### src/rtl/bfag_pkg.sv
package bfag_pkg;

   // Kinds of location in the word-indexed register map
   typedef enum logic [2:0] {
      RG_ACC,
      RG_CTRL,
      RG_BASE,
      RG_PEEK,
      RG_NONE
   } region_e;

   // Map a word index onto its region for a given lane count
   function automatic region_e region_of(input int unsigned a, input int unsigned n);
      if (a == 0)            return RG_ACC;
      else if (a <= n)       return RG_CTRL;
      else if (a <= 2 * n)   return RG_BASE;
      else if (a <= 3 * n)   return RG_PEEK;
      else                   return RG_NONE;
   endfunction

   // Lane number inside a per-lane region
   function automatic int unsigned lane_of(input int unsigned a, input int unsigned n);
      if (a == 0) return 0;
      return (a - 1) % n;
   endfunction

endpackage

### src/rtl/bfag_regs.sv
module bfag_regs #(
   parameter int DATA_W = 32,
   parameter int SH_W   = 5,
   parameter int LANES  = 2,
   parameter int ADDR_W = 3
) (
   input  logic                      clk,
   input  logic                      rst_n,
   input  logic                      wr_en,
   input  logic [ADDR_W-1:0]         wr_addr,
   input  logic [DATA_W-1:0]         wdata,
   output logic [DATA_W-1:0]         acc_q,
   output logic [LANES*3*SH_W-1:0]   ctrl_flat,
   output logic [LANES*DATA_W-1:0]   base_flat
);
   localparam int CTRL_W = 3 * SH_W;

   always_ff @(posedge clk or negedge rst_n) begin
      if (!rst_n)
         acc_q <= '0;
      else if (wr_en && wr_addr == '0)
         acc_q <= wdata;
   end

   for (genvar l = 0; l < LANES; l++) begin : g_lane_regs
      localparam logic [ADDR_W-1:0] CTRL_A = ADDR_W'(1 + l);
      localparam logic [ADDR_W-1:0] BASE_A = ADDR_W'(1 + LANES + l);

      always_ff @(posedge clk or negedge rst_n) begin
         if (!rst_n)
            ctrl_flat[l*CTRL_W +: CTRL_W] <= '0;
         else if (wr_en && wr_addr == CTRL_A)
            ctrl_flat[l*CTRL_W +: CTRL_W] <= wdata[CTRL_W-1:0];
      end

      always_ff @(posedge clk or negedge rst_n) begin
         if (!rst_n)
            base_flat[l*DATA_W +: DATA_W] <= '0;
         else if (wr_en && wr_addr == BASE_A)
            base_flat[l*DATA_W +: DATA_W] <= wdata;
      end
   end
endmodule

### src/rtl/bfag_lane.sv
module bfag_lane #(
   parameter int DATA_W   = 32,
   parameter int SH_W     = 5,
   parameter bit MASK_CMP = 1'b1
) (
   input  logic [DATA_W-1:0] acc,
   input  logic [3*SH_W-1:0] ctrl,
   input  logic [DATA_W-1:0] base,
   output logic [DATA_W-1:0] res
);
   logic [SH_W-1:0]   sh_amt;
   logic [SH_W-1:0]   lo_idx;
   logic [SH_W-1:0]   hi_idx;
   logic [DATA_W-1:0] shifted;
   logic [DATA_W-1:0] field_mask;

   assign sh_amt  = ctrl[SH_W-1:0];
   assign lo_idx  = ctrl[2*SH_W-1:SH_W];
   assign hi_idx  = ctrl[3*SH_W-1:2*SH_W];
   assign shifted = acc >> sh_amt;

   if (MASK_CMP) begin : g_mask_cmp
      // One pair of magnitude compares per bit: shallow, wide
      for (genvar i = 0; i < DATA_W; i++) begin : g_bit
         assign field_mask[i] = (SH_W'(i) >= lo_idx) && (SH_W'(i) <= hi_idx);
      end
   end else begin : g_mask_shift
      // Two barrel shifts of an all-ones word: narrow, deeper
      logic [DATA_W-1:0] ones;
      logic [DATA_W-1:0] upto_hi;
      logic [DATA_W-1:0] from_lo;
      assign ones    = '1;
      assign upto_hi = ones >> (SH_W'(DATA_W - 1) - hi_idx);
      assign from_lo = ones << lo_idx;
      assign field_mask = upto_hi & from_lo;
   end

   assign res = base + (shifted & field_mask);
endmodule

### src/rtl/bfag_rdmux.sv
module bfag_rdmux
   import bfag_pkg::*;
#(
   parameter int DATA_W = 32,
   parameter int SH_W   = 5,
   parameter int LANES  = 2,
   parameter int ADDR_W = 3
) (
   input  logic [ADDR_W-1:0]       rd_addr,
   input  logic [DATA_W-1:0]       acc_q,
   input  logic [LANES*3*SH_W-1:0] ctrl_flat,
   input  logic [LANES*DATA_W-1:0] base_flat,
   input  logic [LANES*DATA_W-1:0] res_flat,
   output logic [DATA_W-1:0]       rdata
);
   localparam int CTRL_W = 3 * SH_W;

   region_e     rg;
   int unsigned ln;

   always_comb begin
      rg    = region_of(int'(rd_addr), LANES);
      ln    = lane_of(int'(rd_addr), LANES);
      rdata = '0;
      unique case (rg)
         RG_ACC:  rdata = acc_q;
         RG_CTRL: rdata = DATA_W'(ctrl_flat[ln*CTRL_W +: CTRL_W]);
         RG_BASE: rdata = base_flat[ln*DATA_W +: DATA_W];
         RG_PEEK: rdata = res_flat[ln*DATA_W +: DATA_W];
         default: rdata = '0;
      endcase
   end
endmodule

### src/rtl/bfag_top.sv
module bfag_top #(
   parameter int DATA_W   = 32,
   parameter int LANES    = 2,
   parameter int ADDR_W   = 3,
   parameter bit MASK_CMP = 1'b1
) (
   input  logic              clk,
   input  logic              rst_n,
   input  logic              bus_wr_en,
   input  logic [ADDR_W-1:0] bus_wr_addr,
   input  logic [DATA_W-1:0] bus_wdata,
   input  logic [ADDR_W-1:0] bus_rd_addr,
   output logic [DATA_W-1:0] bus_rdata
);
   localparam int SH_W   = $clog2(DATA_W);
   localparam int CTRL_W = 3 * SH_W;
   localparam int N_LOC  = 3 * LANES + 1;

   if (DATA_W != (1 << SH_W) || DATA_W < 8) begin : g_bad_width
      $error("bfag_top: DATA_W must be a power of two of at least 8");
   end
   if (N_LOC > (1 << ADDR_W)) begin : g_bad_addr
      $error("bfag_top: ADDR_W too small for the register map");
   end
   if (CTRL_W > DATA_W) begin : g_bad_ctrl
      $error("bfag_top: control fields do not fit in one word");
   end

   logic [DATA_W-1:0]       acc_q;
   logic [LANES*CTRL_W-1:0] ctrl_flat;
   logic [LANES*DATA_W-1:0] base_flat;
   logic [LANES*DATA_W-1:0] res_flat;

   bfag_regs #(
      .DATA_W(DATA_W), .SH_W(SH_W), .LANES(LANES), .ADDR_W(ADDR_W)
   ) u_regs (
      .clk      (clk),
      .rst_n    (rst_n),
      .wr_en    (bus_wr_en),
      .wr_addr  (bus_wr_addr),
      .wdata    (bus_wdata),
      .acc_q    (acc_q),
      .ctrl_flat(ctrl_flat),
      .base_flat(base_flat)
   );

   for (genvar l = 0; l < LANES; l++) begin : g_lane
      bfag_lane #(
         .DATA_W(DATA_W), .SH_W(SH_W), .MASK_CMP(MASK_CMP)
      ) u_lane (
         .acc (acc_q),
         .ctrl(ctrl_flat[l*CTRL_W +: CTRL_W]),
         .base(base_flat[l*DATA_W +: DATA_W]),
         .res (res_flat[l*DATA_W +: DATA_W])
      );
   end

   bfag_rdmux #(
      .DATA_W(DATA_W), .SH_W(SH_W), .LANES(LANES), .ADDR_W(ADDR_W)
   ) u_rdmux (
      .rd_addr  (bus_rd_addr),
      .acc_q    (acc_q),
      .ctrl_flat(ctrl_flat),
      .base_flat(base_flat),
      .res_flat (res_flat),
      .rdata    (bus_rdata)
   );
endmodule

### config.mk
export PLATFORM = sky130hd
export DESIGN_NAME = bfag_top
export DESIGN_NICKNAME = d
export VERILOG_FILES = /design/src/rtl/bfag_pkg.sv /design/src/rtl/bfag_regs.sv /design/src/rtl/bfag_lane.sv /design/src/rtl/bfag_rdmux.sv /design/src/rtl/bfag_top.sv
export SDC_FILE = /design/constraint.sdc
export NUM_CORES = 1
export LEC_CHECK = 0
export ABC_AREA = 0
export BUFFER_PORTS_ARGS = -buffer_cell sky130_fd_sc_hd__buf_2
export CAP_MARGIN = 20
export CORE_ASPECT_RATIO = 1.75
export CORE_MARGIN = 2
export CORE_UTILIZATION = 44
export DETAILED_ROUTE_END_ITERATION = 8
export SYNTH_ARGS = -nofsm -noshare
export SYNTH_HDL_FRONTEND = slang
export SYNTH_HIERARCHICAL = 1
export SYNTH_SLANG_ARGS = --single-unit
### constraint.sdc
create_clock -name clk -period 5.05 [get_ports clk]
set_input_delay 0.2525 -clock clk [delete_from_list [all_inputs] [get_ports clk]]
set_output_delay 0.2525 -clock clk [all_outputs]
set_load 0.02 [all_outputs]
==> summary.md, run 1 <==
| Metric | Value |
|---|---|
| Outcome | finished with violations |
| Failing checks | negative setup slack |
| Post-synthesis mux area share | 0.273 |
| Vias per Instance | 6.58 |
| Total gr overflow | 0 |
| Final #Nets | 1,831 |
| CP Class | reg2out |
| LEAKAGE | 8.09 nW |
| 1st-iter DRT viols | 1,066 |
| Worst slew pin tran | roughly 980 ps |
| Max VDD drop | 249 uV |
| H-Tree Level Count | 4 |
| Initial DRT Pass Iterations | 8 |
| Post-synth ARST share | 1.00 |
| Largest net degree at the start of global routing | 58 |
| Upper clock frequency limit | 184 MHz |
| Most frequent cells in the layout | buf_4, nand2_1, dfrtp_1 |
| MaxCap Viol Count | 0 |
| Core footprint | approximately 32,000 um^2 |
| Vias in the first global route | 14.2k |
| CTS Buffer Depth | 2 |
| Critical path, cell by cell | clkbuf_16 > buf_4 > nor3b_2 > mux2i_1 > nand2_1 > o21ai_0 > buf_4 > nand2_1 > o21ai_2 > a2111oi_2 > ha_1 > o211ai_1 > o211ai_1 > a21o_1 > a311o_1 > and2_1 > a21oi_1 > xnor2_1 > mux2_4 > a221oi_4 > a21oi_1 > buf_2 |
| DP HPWL | 42,900 um |
| WP data arrival | 5200 ps |
| Port bufs | 72 |
| Aggregate global-route resource usage | 0.334 |
| Layout cells sized above 1 | 0.454 |
| Seq cells post-synth | 126 |
| Syn-to-layout area delta | 31.9% |
| Chip width | 139 um |
| Crit start category | flip-flop |
| Nature of the critical path endpoint | primary output |
| Total power | 8.66 mW |
| Clock-pin transition on the worst setup and hold timing paths | 70 ps |
| Largest family of logic cells by synthesized area | multiplexers |
| Relative slew slack | 0.344 |
| Min cycle time layout | 5450 ps |
| Crit path buf inv count | 4 |
| Routability Congestion | 0.969 |
| Register area share after synthesis | 0.224 |
| Hold WS | 74.0 ps |
| Setup WS post-layout | -399 ps |
| Die Ht | 241 um |
| First-pass GRT wire length | 85,000 um |
| Synth Area per Inst | 9.60 um^2 |
| Routed Antenna Nets | 0 |
| Per-cell routed wire length | 26.9 um |
| Post-Synth Simple-Gate Area | 0.122 |
| Syn Std Cell Area | ~14,000 um^2 |
| # diodes | 0 |
| Final setup viols | 23 |
| Synth Area in Adders | 0.0579 |
| CTS sink count | 126 |
| Dominant synthesized flop cell | dfrtp_1 |
| Worst-path cell with the longest stage delay | dfrtp_2 |
| Compound-cell area share of the yosys netlist | 0.222 |
| Pwr dens | 466 nW/um^2 |
| Unique masters post-synth | 72 |
| XOR/XNOR Fraction of Synth Area | 0.0373 |
| Mapped Cells | 1,468 |
| Commonest non-fill, non-tap cell in the layout | buf_4 |
| Crit path required time | 4800 ps |
| Max incr delay on CP | 460 ps |
| Max FO, Critical Path | 10 |
| Setup TNS | -5180 ps |
| Synth Net Count | around 1.6k |
| Kind of cell adding the most delay to the critical path | compound AO/OA/AOI/OAI gates |
| RSZ-0062 raised after global routing | yes |
| Setup WS pre-CTS | -510 ps |
| Final Hold Vio Count | 0 |
| EDFF count, synth | 0 |
| Worst hold path type | in2reg |
| Placed inst area | 16,100 um^2 |
| Starting Density | 0.447 |
| Finished Cell Area | 18,600 um^2 |
| Die Area | 33,500 um^2 |
| Clk_skew | 0 ps |
| Warnings from Yosys | 6 |
| Initial antenna violation count | 0 |
| Total number of vias | 14.0k |
| Num rows | 86 |
| Drt total wl | 57,300 um |
| Part of the cycle the worst path needs | 1.08 |
| CTS root buf | clkbuf_16 |
| Slew Limit Fails | 0 |
| I/O Pins | 73 |
| Clock Latency Late Sink | around 440 ps |
| CTS buffer count | 17 |
| CTS tree | yes |
| DRC viols | 0 |
## per-stage QoR
step	instances	utilization
detailed placement	2057	0.512
global route	2135	0.590
finish	2135	0.590
global placement	2057	0.512
floorplan	1468	-
CTS	2118	0.563
## cell families (layout without fill, tap and decap cells)
kind of cell | count (synthesis) | count (layout)
AO/OA/AOI/OAI | 425 | 425
multiplexers | 294 | 294
flip-flops | 126 | 126
adder cells (fa/ha/maj) | 64 | 64
XOR/XNOR | 60 | 60
AND/OR/NAND/NOR | 337 | 337
buffers and inverters | 162 | 433
## path summary, 6_finish.rpt
path	from	to	slack, ps	depth (start not counted)
max in group asynchronous	rst_n	u_regs/acc_q[29]	3420	3
worst max register to register	u_regs/ctrl_flat[19]	u_regs/ctrl_flat[19]	3720	2
worst max-delay path	u_regs/ctrl_flat[15]	bus_rdata[19]	-400	22
min in group asynchronous	rst_n	u_regs/ctrl_flat[20]	410	2
worst min register to register	u_regs/base_flat[16]	u_regs/base_flat[16]	550	1
worst min-delay path	bus_wdata[28]	u_regs/base_flat[28]	70	2
## cell type report
type | count | area (um^2)
fillers | 2724 | 12900
multi-input cells | 1180 | 11200
flip-flops and latches | 126 | 3160
repair buffers | 364 | 2900
well taps | 396 | 495
clock buffers | 18 | 429
clock inverters | 14 | 230
inverters | 37 | 140
## where the power goes
group | switching, mW | internal (mW) | total (mW) | leakage, nW
sequential | 0.383 | 1.23 | 1.62 | 1.51
clock | 0.535 | 0.888 | 1.42 | 0.318
combinational | 2.94 | 2.68 | 5.62 | 6.27
total | 3.86 | 4.80 | 8.66 | 8.09
## layer usage
layer  part of all wire  global-route usage  vias up
met5                  0                   0        -
met4              0.073               0.208        0
met3              0.050              0.0367      215
met1               0.36               0.371     7007
li1                   -                   -     6194
met2               0.52               0.607      622
## flip-flops by register name, indices dropped and copies added (netlist names)
name	count
u_regs/base_flat	64
u_regs/acc_q	32
u_regs/ctrl_flat	30
## what timing repair did
action | CTS | global route
hold buffers | 1 | 0
gates cloned | 3 | 1
setup endpoints to repair | 26 | 25
endpoints found under the hold margin | 42 | 0
pin swaps | 45 | 48
gates resized for setup | 163 | 124
setup buffers | 27 | 16
## synth_stat cells, types with 10 or more instances
master | n | area [um^2]
a22oi_1 | 17 | 128
a21o_1 | 22 | 165
mux2_4 | 24 | 360
a21oi_1 | 109 | 546
nor2_1 | 54 | 203
o21a_1 | 12 | 90.1
o211ai_1 | 18 | 135
nor3_1 | 18 | 90.1
dfrtp_1 | 126 | 3150
mux2i_1 | 91 | 911
a2111oi_0 | 16 | 140
clkbuf_1 | 56 | 210
buf_4 | 14 | 105
and2_1 | 12 | 75.1
o221a_1 | 10 | 113
buf_2 | 22 | 110
mux2_2 | 116 | 1310
a31oi_1 | 24 | 150
a221oi_2 | 31 | 465
inv_1 | 33 | 124
nand4_1 | 10 | 62.6
o21ai_0 | 62 | 310
a211oi_1 | 28 | 210
ha_1 | 62 | 776
and3_1 | 26 | 163
nor2b_1 | 16 | 100
mux2_1 | 13 | 146
xnor2_1 | 38 | 333
mux4_2 | 50 | 1130
buf_6 | 22 | 248
nand3_1 | 16 | 80.1
xor2_1 | 22 | 193
nand2_1 | 128 | 480
nand2b_1 | 14 | 87.6
No activity file was read; power rests on OpenSTA's default activity.
==> inputs of run 2 (changes only) <==
--- a/config.mk
+++ b/config.mk
@@ -6,7 +6,7 @@
 export NUM_CORES = 1
 export LEC_CHECK = 0
 export ABC_AREA = 0
-export BUFFER_PORTS_ARGS = -buffer_cell sky130_fd_sc_hd__buf_2
+export BUFFER_PORTS_ARGS = -buffer_cell sky130_fd_sc_hd__buf_4
 export CAP_MARGIN = 20
 export CORE_ASPECT_RATIO = 1.75
 export CORE_MARGIN = 2
==> summary.md, run 2 (synthesized netlist as in run 1, its figures left out) <==
| Metric | Value |
|---|---|
| Outcome | finished with violations |
| Failing checks | negative setup slack |
| Initial antenna violation count | 0 (unchanged) |
| R2r endpoint | u_regs/ctrl_flat[1] |
| Clock-pin transition on the worst setup and hold timing paths | 60 ps (about the same) |
| Port bufs | 72 (unchanged) |
| Initial DRT Pass Iterations | 6 (-2) |
| Crit start category | flip-flop |
| Routability Congestion | 0.972 (+0.35%) |
| CP Class | reg2out |
| Layout cells sized above 1 | 0.451 (-0.00248) |
| Placed cells | 2,078 (+1.0%) |
| Upper clock frequency limit | 182 MHz (-0.64%) |
| Worst hold path type | in2reg |
| Most frequent cells in the layout | buf_4, nand2_1, dfrtp_1 |
| RSZ-0062 raised after global routing | yes |
| Vias in the first global route | 14.0k (-1.6%) |
| Per-cell routed wire length | 26.5 um (-1.3%) |
| H-Tree Level Count | 4 (unchanged) |
| Commonest non-fill, non-tap cell in the layout | buf_4 |
| Final Hold Vio Count | 0 (unchanged) |
| Die Ht | 241 um (unchanged) |
| Drt total wl | 57,000 um (-0.65%) |
| Clock Latency Late Sink | 440 ps (about the same) |
| I/O Pins | 73 (unchanged) |
| Routed Antenna Nets | 0 (unchanged) |
| Chip width | 139 um (unchanged) |
| Largest net degree at the start of global routing | 58 (unchanged) |
| Max VDD drop | 237 uV (-5.0%) |
| Min cycle time layout | 5480 ps (+35.2 ps) |
| Setup WS post-layout | -434 ps (-35.2 ps) |
| Vias per Instance | 6.44 (-2.1%) |
| Slew Limit Fails | 0 (unchanged) |
| Final setup viols | 24 (+4.3%) |
| Reg2reg path depth | 4 (+2) |
| DP HPWL | 44,000 um (+2.5%) |
| Core footprint | 31,500 um^2 (unchanged) |
| Worst hold path startpoint | bus_wdata[28] |
| MaxCap Viol Count | 0 (unchanged) |
| WP data arrival | 5230 ps (+30 ps) |
| Starting Density | 0.447 (unchanged) |
| Final std cells w/o fill | 2,149 (+0.66%) |
| Reg2reg setup slack | 3830 ps (+110 ps) |
| LEAKAGE | 8.09 nW (about the same) |
| CTS tree | yes |
| CTS root buf | clkbuf_16 |
| Pwr dens | 455 nW/um^2 (-2.3%) |
| DRC viols | 0 (unchanged) |
| Nature of the critical path endpoint | primary output |
| Part of the cycle the worst path needs | 1.09 (+0.00698) |
| CTS sink count | 126 (unchanged) |
| Num rows | 86 (unchanged) |
| Aggregate global-route resource usage | 0.334 (+0.000338) |
| # diodes | 0 (unchanged) |
| CTS Buffer Depth | 2 (unchanged) |
| Min-Delay Endpoint | u_regs/acc_q[28] |
| 1st-iter DRT viols | 1,121 (+5.2%) |
| Biggest register | u_regs/base_flat |
| Clk_skew | 0 ps (unchanged) |
| CTS buffer count | 17 (unchanged) |
| Crit path required time | 4800 ps (about the same) |
| Total gr overflow | 0 (unchanged) |
| Max FFs per register | 64 (unchanged) |
| Relative slew slack | 0.243 (-0.101) |
| Worst slew pin tran | 1130 ps (+157 ps) |
| Hold depth | 2 (unchanged) |
| Hold WS | 64.4 ps (-9.59 ps) |
| First-pass GRT wire length | 84,900 um (-0.15%) |
| Syn-to-layout area delta | 30.9% |
| Largest registers | u_regs/base_flat x64, u_regs/acc_q x32, u_regs/ctrl_flat x30 |
| Final #Nets | 1,845 (+0.76%) |
| Max FO, Critical Path | 7 (-3) |
| Total number of vias | 13.8k (-1.5%) |
| Die Area | 33,500 um^2 (unchanged) |
| R2r startpoint | u_regs/ctrl_flat[1] |
run 2: cell types whose count changed in the layout (fill, tap and decap cells not counted), moves of 4 or more:
| cell | delta |
|---|---|
| o21ai_2 | -5 |
| buf_4 | +86 |
| buf_6 | -8 |
| a21oi_2 | -4 |
| a221oi_2 | +8 |
| a2111oi_4 | -6 |
| buf_2 | -56 |
| a211oi_1 | +8 |
| a211oi_2 | -7 |
| bufinv_16 | -4 |
| a21oi_1 | +4 |
| o21ai_1 | +6 |
| a221oi_4 | -6 |
run 2: worst max path at each step:
stage	startpoint	end	slack [ps]	cells after the start
2_1_floorplan	u_regs/ctrl_flat[15]	bus_rdata[26]	480	21
3_3_place_gp	u_regs/ctrl_flat[16]	bus_rdata[28]	-470	23
3_5_place_dp	u_regs/ctrl_flat[15]	bus_rdata[28]	-470	22
4_1_cts	u_regs/ctrl_flat[15]	bus_rdata[31]	-340	18
5_1_grt	u_regs/ctrl_flat[15]	bus_rdata[31]	-580	20
6_report	u_regs/ctrl_flat[15]	bus_rdata[26]	-430	21
run 2: stage by stage:
stage                util  power, mW  setup slack, ps  setup TNS, ps  area (um^2)
floorplan               -       4.30              475              0        14100
global placement    0.523       6.30             -473          -5310        16500
detailed placement  0.523       6.32             -471          -5130        16500
CTS                 0.572       8.05             -342          -3930        18000
global route        0.585       8.78             -577          -8880        18400
finish              0.585       8.40             -434          -5620        18400
run 2: layout make-up:
type | count | area [um^2]
well taps | 396 | 495
repair buffers | 378 | 3010
multi-input cells | 1180 | 11100
inverters | 37 | 139
clock inverters | 14 | 144
clock buffers | 18 | 439
flip-flops and latches | 126 | 3160
fillers | 2748 | 13100
run 2: timing repair:
| item | 4_1_cts | 5_1_grt |
|---|---|---|
| endpoints found under the hold margin | 55 | 0 |
| setup endpoints to repair | 26 | 26 |
| hold buffers | 1 | 0 |
| pin swaps | 57 | 31 |
| buffers inserted | 32 | 8 |
| resized for setup | 167 | 70 |
| cloned | 1 | 0 |
run 2: layer usage:
layer / vias to the layer above / track usage / wire, um
li1: 6238 / - / -
met2: 537 / 0.603 / 29400
met1: 6877 / 0.370 / 20900
met3: 182 / 0.0415 / 2580
met4: 0 / 0.216 / 4020
met5: - / 0 / 0
run 2: worst max-delay path, cell delays in order, from the launching register on:
cell	delay, ps
dfrtp_2	480
buf_12	170
mux4_2	400
mux2i_2	100
mux2_4	290
mux2_2	270
nor3_2	190
ha_2	210
inv_1	70
fa_2	400
nand2b_4	170
a21oi_4	220
o21ai_4	100
and3_4	180
o211ai_1	260
buf_4	170
a41oi_2	130
xnor2_1	170
mux2_2	290
a221oi_2	230
a21oi_1	80
buf_4	190
run 2: power breakdown:
group / switching [mW] / internal, mW / total, mW / leakage, nW
clock: 0.540 / 0.706 / 1.25 / 0.281
sequential: 0.355 / 1.23 / 1.59 / 1.50
combinational: 2.91 / 2.65 / 5.56 / 6.30
